File: src/rtl/gpio_port_pkg.sv
`timescale 1ns/1ps
// Package: shared constants and types for the GPIO port controller.
// Assumes an 8-bit register bus; addresses and reset values live here.
package gpio_port_pkg;
    localparam int unsigned BUS_W = 8;
    localparam logic [BUS_W-1:0] ADR_CTRL = 8'hE2;
    localparam logic [BUS_W-1:0] ADR_DATA = 8'h80;
    localparam logic [BUS_W-1:0] ADR_MODE = 8'hA4;
    localparam logic [BUS_W-1:0] CTRL_RST = 8'h40;
    localparam logic [BUS_W-1:0] DATA_RST = 8'hFF;
    localparam logic [BUS_W-1:0] MODE_RST = 8'h00;
    localparam int unsigned CB_PU_OFF  = 7;
    localparam int unsigned CB_IN_EN   = 6;
    localparam int unsigned CB_CLK_SEL = 0;

    // Implemented control bits only; unused bits are not stored.
    typedef struct packed {
        logic pu_off;
        logic in_en;
        logic clk_sel;
    } ctrl_t;
endpackage

File: src/rtl/gpio_in_sync.sv
`timescale 1ns/1ps
// Module: gpio_in_sync
// Brings asynchronous pin levels into the clock domain through a chain of
// STAGES flops per pin. Assumes STAGES >= 1; the chain clears on reset.
module gpio_in_sync #(
    parameter int unsigned WIDTH  = 8,
    parameter int unsigned STAGES = 2
) (
    input  logic             clk,
    input  logic             rst_n,
    input  logic [WIDTH-1:0] pin_in,
    output logic [WIDTH-1:0] pin_sync
);
    logic [STAGES-1:0][WIDTH-1:0] chain_q;

    // Shift pin levels one stage per edge.
    always_ff @(posedge clk) begin
        if (!rst_n) begin
            chain_q <= '0;
        end else begin
            chain_q[0] <= pin_in;
            for (int s = 1; s < STAGES; s++) begin
                chain_q[s] <= chain_q[s-1];
            end
        end
    end

    assign pin_sync = chain_q[STAGES-1];

    generate
        if (STAGES == 2) begin : g_lag_chk
            // synchronized value lags the pins by two edges
            p_sync_lag_r8: assert property (@(posedge clk) disable iff (!rst_n)
                ($past(rst_n, 2) && $past(rst_n)) |-> (pin_sync == $past(pin_in, 2)));
        end
    endgenerate
endmodule

File: src/rtl/gpio_regs.sv
`timescale 1ns/1ps
// Module: gpio_regs
// Holds the control, data-latch and drive-mode registers, decodes bus
// writes and builds the combinational read data. Assumes pin_sync is
// already in the clock domain.
module gpio_regs
    import gpio_port_pkg::*;
#(
    parameter int unsigned WIDTH = 8
) (
    input  logic             clk,
    input  logic             rst_n,
    input  logic [BUS_W-1:0] bus_addr,
    input  logic [BUS_W-1:0] bus_wdata,
    input  logic             bus_we,
    input  logic [WIDTH-1:0] pin_sync,
    output ctrl_t            ctrl_o,
    output logic [WIDTH-1:0] latch_o,
    output logic [WIDTH-1:0] mode_o,
    output logic [BUS_W-1:0] bus_rdata
);
    localparam int unsigned FILL_W = BUS_W - WIDTH;

    ctrl_t            ctrl_q;
    logic [WIDTH-1:0] latch_q;
    logic [WIDTH-1:0] mode_q;
    logic [WIDTH-1:0] port_view;

    // Register writes and synchronous reset.
    always_ff @(posedge clk) begin
        if (!rst_n) begin
            ctrl_q.pu_off  <= CTRL_RST[CB_PU_OFF];
            ctrl_q.in_en   <= CTRL_RST[CB_IN_EN];
            ctrl_q.clk_sel <= CTRL_RST[CB_CLK_SEL];
            latch_q        <= DATA_RST[WIDTH-1:0];
            mode_q         <= MODE_RST[WIDTH-1:0];
        end else if (bus_we) begin
            case (bus_addr)
                ADR_CTRL: begin
                    ctrl_q.pu_off  <= bus_wdata[CB_PU_OFF];
                    ctrl_q.in_en   <= bus_wdata[CB_IN_EN];
                    ctrl_q.clk_sel <= bus_wdata[CB_CLK_SEL];
                end
                ADR_DATA: latch_q <= bus_wdata[WIDTH-1:0];
                ADR_MODE: mode_q  <= bus_wdata[WIDTH-1:0];
                default: ;
            endcase
        end
    end

    // Input gating for port reads.
    assign port_view = ctrl_q.in_en ? pin_sync : '0;

    // Read-data multiplexer.
    always_comb begin
        bus_rdata = '0;
        case (bus_addr)
            ADR_CTRL: begin
                bus_rdata[CB_PU_OFF]  = ctrl_q.pu_off;
                bus_rdata[CB_IN_EN]   = ctrl_q.in_en;
                bus_rdata[CB_CLK_SEL] = ctrl_q.clk_sel;
            end
            ADR_DATA: bus_rdata = {{FILL_W{1'b0}}, port_view};
            ADR_MODE: bus_rdata = {{FILL_W{1'b0}}, mode_q};
            default:  bus_rdata = '0;
        endcase
    end

    assign ctrl_o  = ctrl_q;
    assign latch_o = latch_q;
    assign mode_o  = mode_q;

    // a mode write is visible after the next edge
    p_mode_write_r3: assert property (@(posedge clk) disable iff (!rst_n)
        (bus_we && bus_addr == ADR_MODE) |=> (mode_o == $past(bus_wdata[WIDTH-1:0])));
    // unused control bits read zero
    p_ctrl_unused_r2: assert property (@(posedge clk) disable iff (!rst_n)
        (bus_addr == ADR_CTRL) |-> (bus_rdata[5:1] == 5'd0));
    // gated port reads return zero
    p_read_gate_r7: assert property (@(posedge clk) disable iff (!rst_n)
        (bus_addr == ADR_DATA && !ctrl_o.in_en) |-> (bus_rdata == '0));
    // registers hold reset values on leaving reset
    p_reset_vals_r1: assert property (@(posedge clk) disable iff (!rst_n)
        $rose(rst_n) |-> (latch_o == DATA_RST[WIDTH-1:0] && mode_o == MODE_RST[WIDTH-1:0]
                          && ctrl_o.in_en && !ctrl_o.pu_off && !ctrl_o.clk_sel));
endmodule

File: src/rtl/gpio_pin_drive.sv
`timescale 1ns/1ps
// Module: gpio_pin_drive
// Turns latch, mode and control bits into per-pin output enable, value
// and weak-pullup enable. Pin 0 may carry the inverted clock, which
// forces push-pull drive. Assumes clk is the free-running system clock.
module gpio_pin_drive
    import gpio_port_pkg::*;
#(
    parameter int unsigned WIDTH = 8
) (
    input  logic             clk,
    input  logic             rst_n,
    input  ctrl_t            ctrl_i,
    input  logic [WIDTH-1:0] latch_i,
    input  logic [WIDTH-1:0] mode_i,
    output logic [WIDTH-1:0] pin_oe,
    output logic [WIDTH-1:0] pin_out,
    output logic [WIDTH-1:0] pin_pu
);
    logic [WIDTH-1:0] clk_ovr;

    generate
        for (genvar i = 0; i < WIDTH; i++) begin : g_pin
            if (i == 0) begin : g_clk_pin
                // Pin 0: clock override selected by the control bit.
                assign clk_ovr[i] = ctrl_i.clk_sel;
            end else begin : g_plain_pin
                assign clk_ovr[i] = 1'b0;
            end
            // Drive value: inverted clock when overridden, else latch.
            assign pin_out[i] = clk_ovr[i] ? ~clk : latch_i[i];
            // Enable: override or push-pull always drive; open-drain drives only a 0.
            assign pin_oe[i]  = clk_ovr[i] | mode_i[i] | ~latch_i[i];
            // Pullup only on released open-drain pins.
            assign pin_pu[i]  = ~ctrl_i.pu_off & latch_i[i] & ~mode_i[i] & ~clk_ovr[i];

            // a pin with its pullup on is never driven
            p_pu_released_r9: assert property (@(posedge clk) disable iff (!rst_n)
                pin_pu[i] |-> !pin_oe[i]);
        end
    endgenerate

    // pin 0 drives whenever the clock is routed to it
    p_clk_drive_r10: assert property (@(posedge clk) disable iff (!rst_n)
        ctrl_i.clk_sel |-> (pin_oe[0] && !pin_pu[0]));
endmodule

File: src/rtl/gpio_port_ctrl.sv
`timescale 1ns/1ps
// Module: gpio_port_ctrl (top)
// Eight-pin GPIO port with register bus, input synchronizer and pad
// drive logic. Assumes pads resolve pin_oe/pin_out/pin_pu externally.
module gpio_port_ctrl
    import gpio_port_pkg::*;
#(
    parameter int unsigned WIDTH       = 8,
    parameter int unsigned SYNC_STAGES = 2
) (
    input  logic             clk,
    input  logic             rst_n,
    input  logic [7:0]       bus_addr,
    input  logic [7:0]       bus_wdata,
    input  logic             bus_we,
    output logic [7:0]       bus_rdata,
    input  logic [WIDTH-1:0] pin_in,
    output logic [WIDTH-1:0] pin_oe,
    output logic [WIDTH-1:0] pin_out,
    output logic [WIDTH-1:0] pin_pu
);
    ctrl_t            ctrl;
    logic [WIDTH-1:0] latch;
    logic [WIDTH-1:0] mode;
    logic [WIDTH-1:0] pin_sync;

    gpio_in_sync #(.WIDTH(WIDTH), .STAGES(SYNC_STAGES)) u_sync (
        .clk(clk), .rst_n(rst_n), .pin_in(pin_in), .pin_sync(pin_sync)
    );

    gpio_regs #(.WIDTH(WIDTH)) u_regs (
        .clk(clk), .rst_n(rst_n), .bus_addr(bus_addr), .bus_wdata(bus_wdata),
        .bus_we(bus_we), .pin_sync(pin_sync), .ctrl_o(ctrl), .latch_o(latch),
        .mode_o(mode), .bus_rdata(bus_rdata)
    );

    gpio_pin_drive #(.WIDTH(WIDTH)) u_drive (
        .clk(clk), .rst_n(rst_n), .ctrl_i(ctrl), .latch_i(latch), .mode_i(mode),
        .pin_oe(pin_oe), .pin_out(pin_out), .pin_pu(pin_pu)
    );

    // a write to an unmapped address leaves the latch unchanged
    p_unmapped_r4: assert property (@(posedge clk) disable iff (!rst_n)
        (bus_we && bus_addr != ADR_DATA) |=> $stable(latch));
endmodule

File: config.mk
export PLATFORM = sky130hd
export DESIGN_NAME = gpio_port_ctrl
export DESIGN_NICKNAME = d
export VERILOG_FILES = /design/src/rtl/gpio_port_pkg.sv /design/src/rtl/gpio_in_sync.sv /design/src/rtl/gpio_regs.sv /design/src/rtl/gpio_pin_drive.sv /design/src/rtl/gpio_port_ctrl.sv
export SDC_FILE = /design/constraint.sdc
export NUM_CORES = 1
export LEC_CHECK = 0
export BUFFER_PORTS_ARGS = -buffer_cell sky130_fd_sc_hd__buf_2
export CORE_ASPECT_RATIO = 1.25
export CORE_UTILIZATION = 48
export CTS_CLUSTER_SIZE = 10
export DETAILED_ROUTE_END_ITERATION = 7
export HOLD_SLACK_MARGIN = 0.03
export PLACE_DENSITY = 0.78
export SLEW_MARGIN = 20
export SYNTH_ARGS = -nofsm -noshare
export SYNTH_HDL_FRONTEND = slang
export SYNTH_SLANG_ARGS = --single-unit
File: constraint.sdc
create_clock -name clk -period 2.3 [get_ports clk]
set_input_delay 0.23 -clock clk [delete_from_list [all_inputs] [get_ports clk]]
set_output_delay 0.23 -clock clk [all_outputs]
set_load 0.02 [all_outputs]
# After elaboration in Yosys (flattened, before gate mapping)
# Index checks and enable logic that the tools add are counted.
[op_classes]
addsub = 0
n_mul = 0
n_div = 0
order_cmp = 0
n_eq_ne = 3
shifts = 0
muxes = 5
bitwise_logic = 45
reduce_logical = 3
[op_table]
columns = ["op", "n"]
rows = [
  ["$eq 8x8->1 const B", 3],
  ["$not 1->1", 19],
  ["$and 1x1->1", 17],
  ["$pmux 5 s2", 1],
  ["$or 1x1->1", 9],
  ["$mux 8", 1],
  ["$pmux 2 s3", 1],
  ["$reduce_and 2->1", 3],
  ["$pmux 1 s3", 1],
  ["$mux 1", 1],
]
[totals]
reg_bits = 35
latchBits = 0
mem_bits_rw = 0
rom_bits = 0
out_inout_bits = 32
word_cells = 63
n_memories = 0

# Logic depth before layout (Yosys ltp)
[logic_depth]
depth_word = 4
ltp_mapped = 5

# Hierarchy
# Synthesis repeated with hierarchy kept, for this count alone.
[hier_totals]
cells_unflattened = 175
hier_area_um2 = 1664.1
[by_module_without_submodules]
columns = ["module", "n_inst", "cells_each", "area_each_um2", "seq_area_each_um2"]
rows = [
  ["gpio_regs", 1, 108, 999.7, 380.4],
  ["gpio_in_sync", 1, 41, 506.7, 320.3],
  ["gpio_pin_drive", 1, 26, 157.7, 0.0],
]

==> flow_metrics.env <==
export IMPL_status="finished clean"
export IMPL_seqPwrFrac_pct=51.1
export IMPL_use_met1_pct=20.3
export IMPL_grt_util_met2_pct=39.7
export IMPL_grt_pass1_wl_mm=5.30
export IMPL_syn_nets=191
export IMPL_place_hpwl_mm=2.49
export IMPL_yosys_warnings=0
export IMPL_p_comb_share_pct=7.2
export IMPL_leakagePower_nw=0.914
export IMPL_via_per_inst=5.09
export IMPL_dr_total_vias=1354
export IMPL_port_buffers=58
export IMPL_fin_crit_ps=2200
export IMPL_seq_area_frac_synth_pct=44.4
export IMPL_drive_gt1_share_pct=33.9
export IMPL_io_pins=59
export IMPL_post_drt_wl_per_cell_um=13.1
export IMPL_gp_congestion=0.712
export IMPL_layout_nets=256
export IMPL_reg2reg_to="u_regs.ctrl_o[2]"
export IMPL_end_kind="output port"
export IMPL_synth_top_cell_by_area="dfxtp_1"
export IMPL_synth_distinct_cells=21
export IMPL_final_cells=266
export IMPL_min_path_cells=3
export IMPL_start_util_pct=52.1
export IMPL_async_reset_ff_share_pct=0
export IMPL_internal_power_w=0.000952
export IMPL_hold_viol=0
export IMPL_p_clk_share_pct=41.7
export IMPL_post_dp_cell_area_um2=1830
export IMPL_r2r_start="u_regs.ctrl_o[2]"
export IMPL_globalRouteOverflowTotal=0
export IMPL_placementRows=22
export IMPL_max_freq_ghz=0.454
export IMPL_die_h_um=66.1
export IMPL_synthTopCellsByArea="dfxtp_1 44%, mux2i_1 12%, nor2b_1 6.7%"
export IMPL_grt_max_degree=52
export IMPL_drt_iter0_drc=25
export IMPL_r2r_cells=2
export IMPL_worstPathRequired_ps=2070
export IMPL_p_per_area_nw_per_um2=595
export IMPL_netSwitchingPower_w=0.000267
export IMPL_setup_ws_ps=98.4
export IMPL_final_cell_area_um2=2050
export IMPL_use_met3_pct=8.28
export IMPL_min_path_type="in2reg"
export IMPL_antenna_found_initial=0
export IMPL_ant_nets=0
export IMPL_clk_pin_slew_worst_paths_ps=110
export IMPL_slew_viol_final=0
export IMPL_n_antenna_cell=0
export IMPL_syn_inst=164
export IMPL_cp_max_fo=8
export IMPL_hold_path_startpoint="bus_wdata[2]"
export IMPL_tns_ps=0
export IMPL_cp_arrival_ps=1970
export IMPL_dr_pass1_iters=4
export IMPL_grt_pass1_vias=1275
export IMPL_synth_area_um2=1580
export IMPL_tritoncts="yes"
export IMPL_ys_top_cells_by_count="35 x dfxtp_1, 20 x nand2_1, 19 x mux2i_1"
export IMPL_switching_share_pct=21.9
export IMPL_die_area_um2=3520
export IMPL_synth_edf_count=0
export IMPL_relSlewSlack_pct=55.2
export IMPL_rsz0062_at_grt="no"
export IMPL_drc=0
export IMPL_busiest_layer="met2"
export IMPL_fin_crit_sh_pct=95.7
export IMPL_yosys_area_top_type_share_pct=44.4
export IMPL_clock_latency_ps=430
export IMPL_postLayoutCoreUtil_pct=67.7
export IMPL_die_w_um=53.3
export IMPL_core_area_um2=3030
export IMPL_dp_cells=244
export IMPL_holdPathEnd="u_regs.mode_o[2]"
export IMPL_vdd_drop_max_mv=0.632
export IMPL_drt_total_wl_mm=3.48
export IMPL_r2r_slack_ps=1410
export IMPL_grtUsageTotal_pct=21.7
export IMPL_ys_seq_elements=35
export IMPL_place_ws_ps=241
export IMPL_skew_ps=2.16
export IMPL_synthFlopType="dfxtp_1"
export IMPL_critPathLaunchType="register"
export IMPL_syn2layout_area_growth_pct=29.8
export IMPL_syn_avg_cell_area_um2=9.63
export IMPL_tightest_slew_ps=671
export IMPL_setup_viol=0
export IMPL_path_class="reg2out"
export IMPL_drv_cap=0
export IMPL_synth_most_common_cell="dfxtp_1"
[cell families (layout without fill, tap and decap cells)]
family / count (synthesis) / after routing / share of synthesized area (%)
and+or+nand+nor: 82 / 82 / 31.9
DFF: 35 / 35 / 44.4
muxes: 19 / 19 / 12.0
buffers and inverters: 19 / 85 / 6.66
AOI/OAI and AO/OA: 9 / 9 / 4.99
[layout by cell type, fill, tap and decap left out, types with 3 or more instances in the layout]
cell	Yosys	routed
a221o_1	3	3
and2_1	16	16
mux2i_1	19	19
a22o_1	5	5
nand2_1	20	20
dfxtp_1	35	35
nor4_4	3	3
clkbuf_4	0	8
nor3_1	3	3
inv_1	4	4
buf_2	0	58
nand2b_1	7	7
nor2b_1	17	17
dlygate4sd3_1	0	10
nor2_1	10	10
[area by class of cell]
cell class                      instances  area (µm²)
Timing Repair Buffer                   69         404
Tap cell                               36        45.0
Multi-Input combinational cell        110         776
Clock inverter                          3        43.8
Inverter                                4        15.0
Clock buffer                            9        65.1
Fill cell                             246         978
Sequential cell                        35         701
[worst max path at each step]
stage,slack (ps),to,start,cells past startpoint
CTS,70,bus_rdata[5],u_regs.ctrl_o[1],5
finish,100,bus_rdata[5],u_regs.ctrl_o[1],5
global placement,320,bus_rdata[0],bus_addr[3],5
global route,10,bus_rdata[6],u_regs.ctrl_o[1],5
floorplan,490,bus_rdata[0],bus_addr[3],4
detailed placement,240,bus_rdata[5],bus_addr[3],5
[metal layers]
layer	vias to the layer above	share of wire [%]
met5	-	0
met4	0	1.1
met3	6	6.4
met2	53	54
met1	631	39
li1	664	-
[flip-flops by register name, summed over array words and instances (netlist names)]
signal / cells
u_regs.mode_o: 8
u_regs.ctrl_o: 3
u_regs.latch_o: 8
u_sync.pin_sync: 8
u_sync.chain_q: 8
[per-stage QoR]
| step | hold WS (ps) | power [W] |
|---|---|---|
| 6_report | 46.8 | 0.00122 |
| 4_1_cts | 33.6 | 0.00123 |
| 2_1_floorplan | 357 | 0.000676 |
| 3_5_place_dp | 415 | 0.000711 |
| 5_1_grt | 31.7 | 0.00127 |
| 3_3_place_gp | 414 | 0.000706 |
[power groups by stage]
stage	Sequential [W]	Clock [W]	Combinational, W
floorplan	0.000635	0.000000104	0.0000405
detailed placement	0.000636	0.000000145	0.0000744
global placement	0.000636	0.000000146	0.0000703
finish	0.000623	0.000508	0.0000881
global route	0.000624	0.000551	0.0000963
CTS	0.000623	0.000520	0.0000858
[what timing repair did]
item | in CTS | in global routing
endpoints found under the hold margin | 8 | 2
hold buffers | 8 | 2
setup buffers | 1 | 0
endpoints found under the setup margin | 8 | 1
gates resized for setup | 1 | 1
pin swaps | 1 | 0
[critical path: stages (launching register included)]
cell and delay [ps]:
dfxtp_1 370, or3b_4 410, nor4_4 290, buf_6 170
a22o_1 150, buf_2 160
No activity file was read; power rests on OpenSTA's default activity.
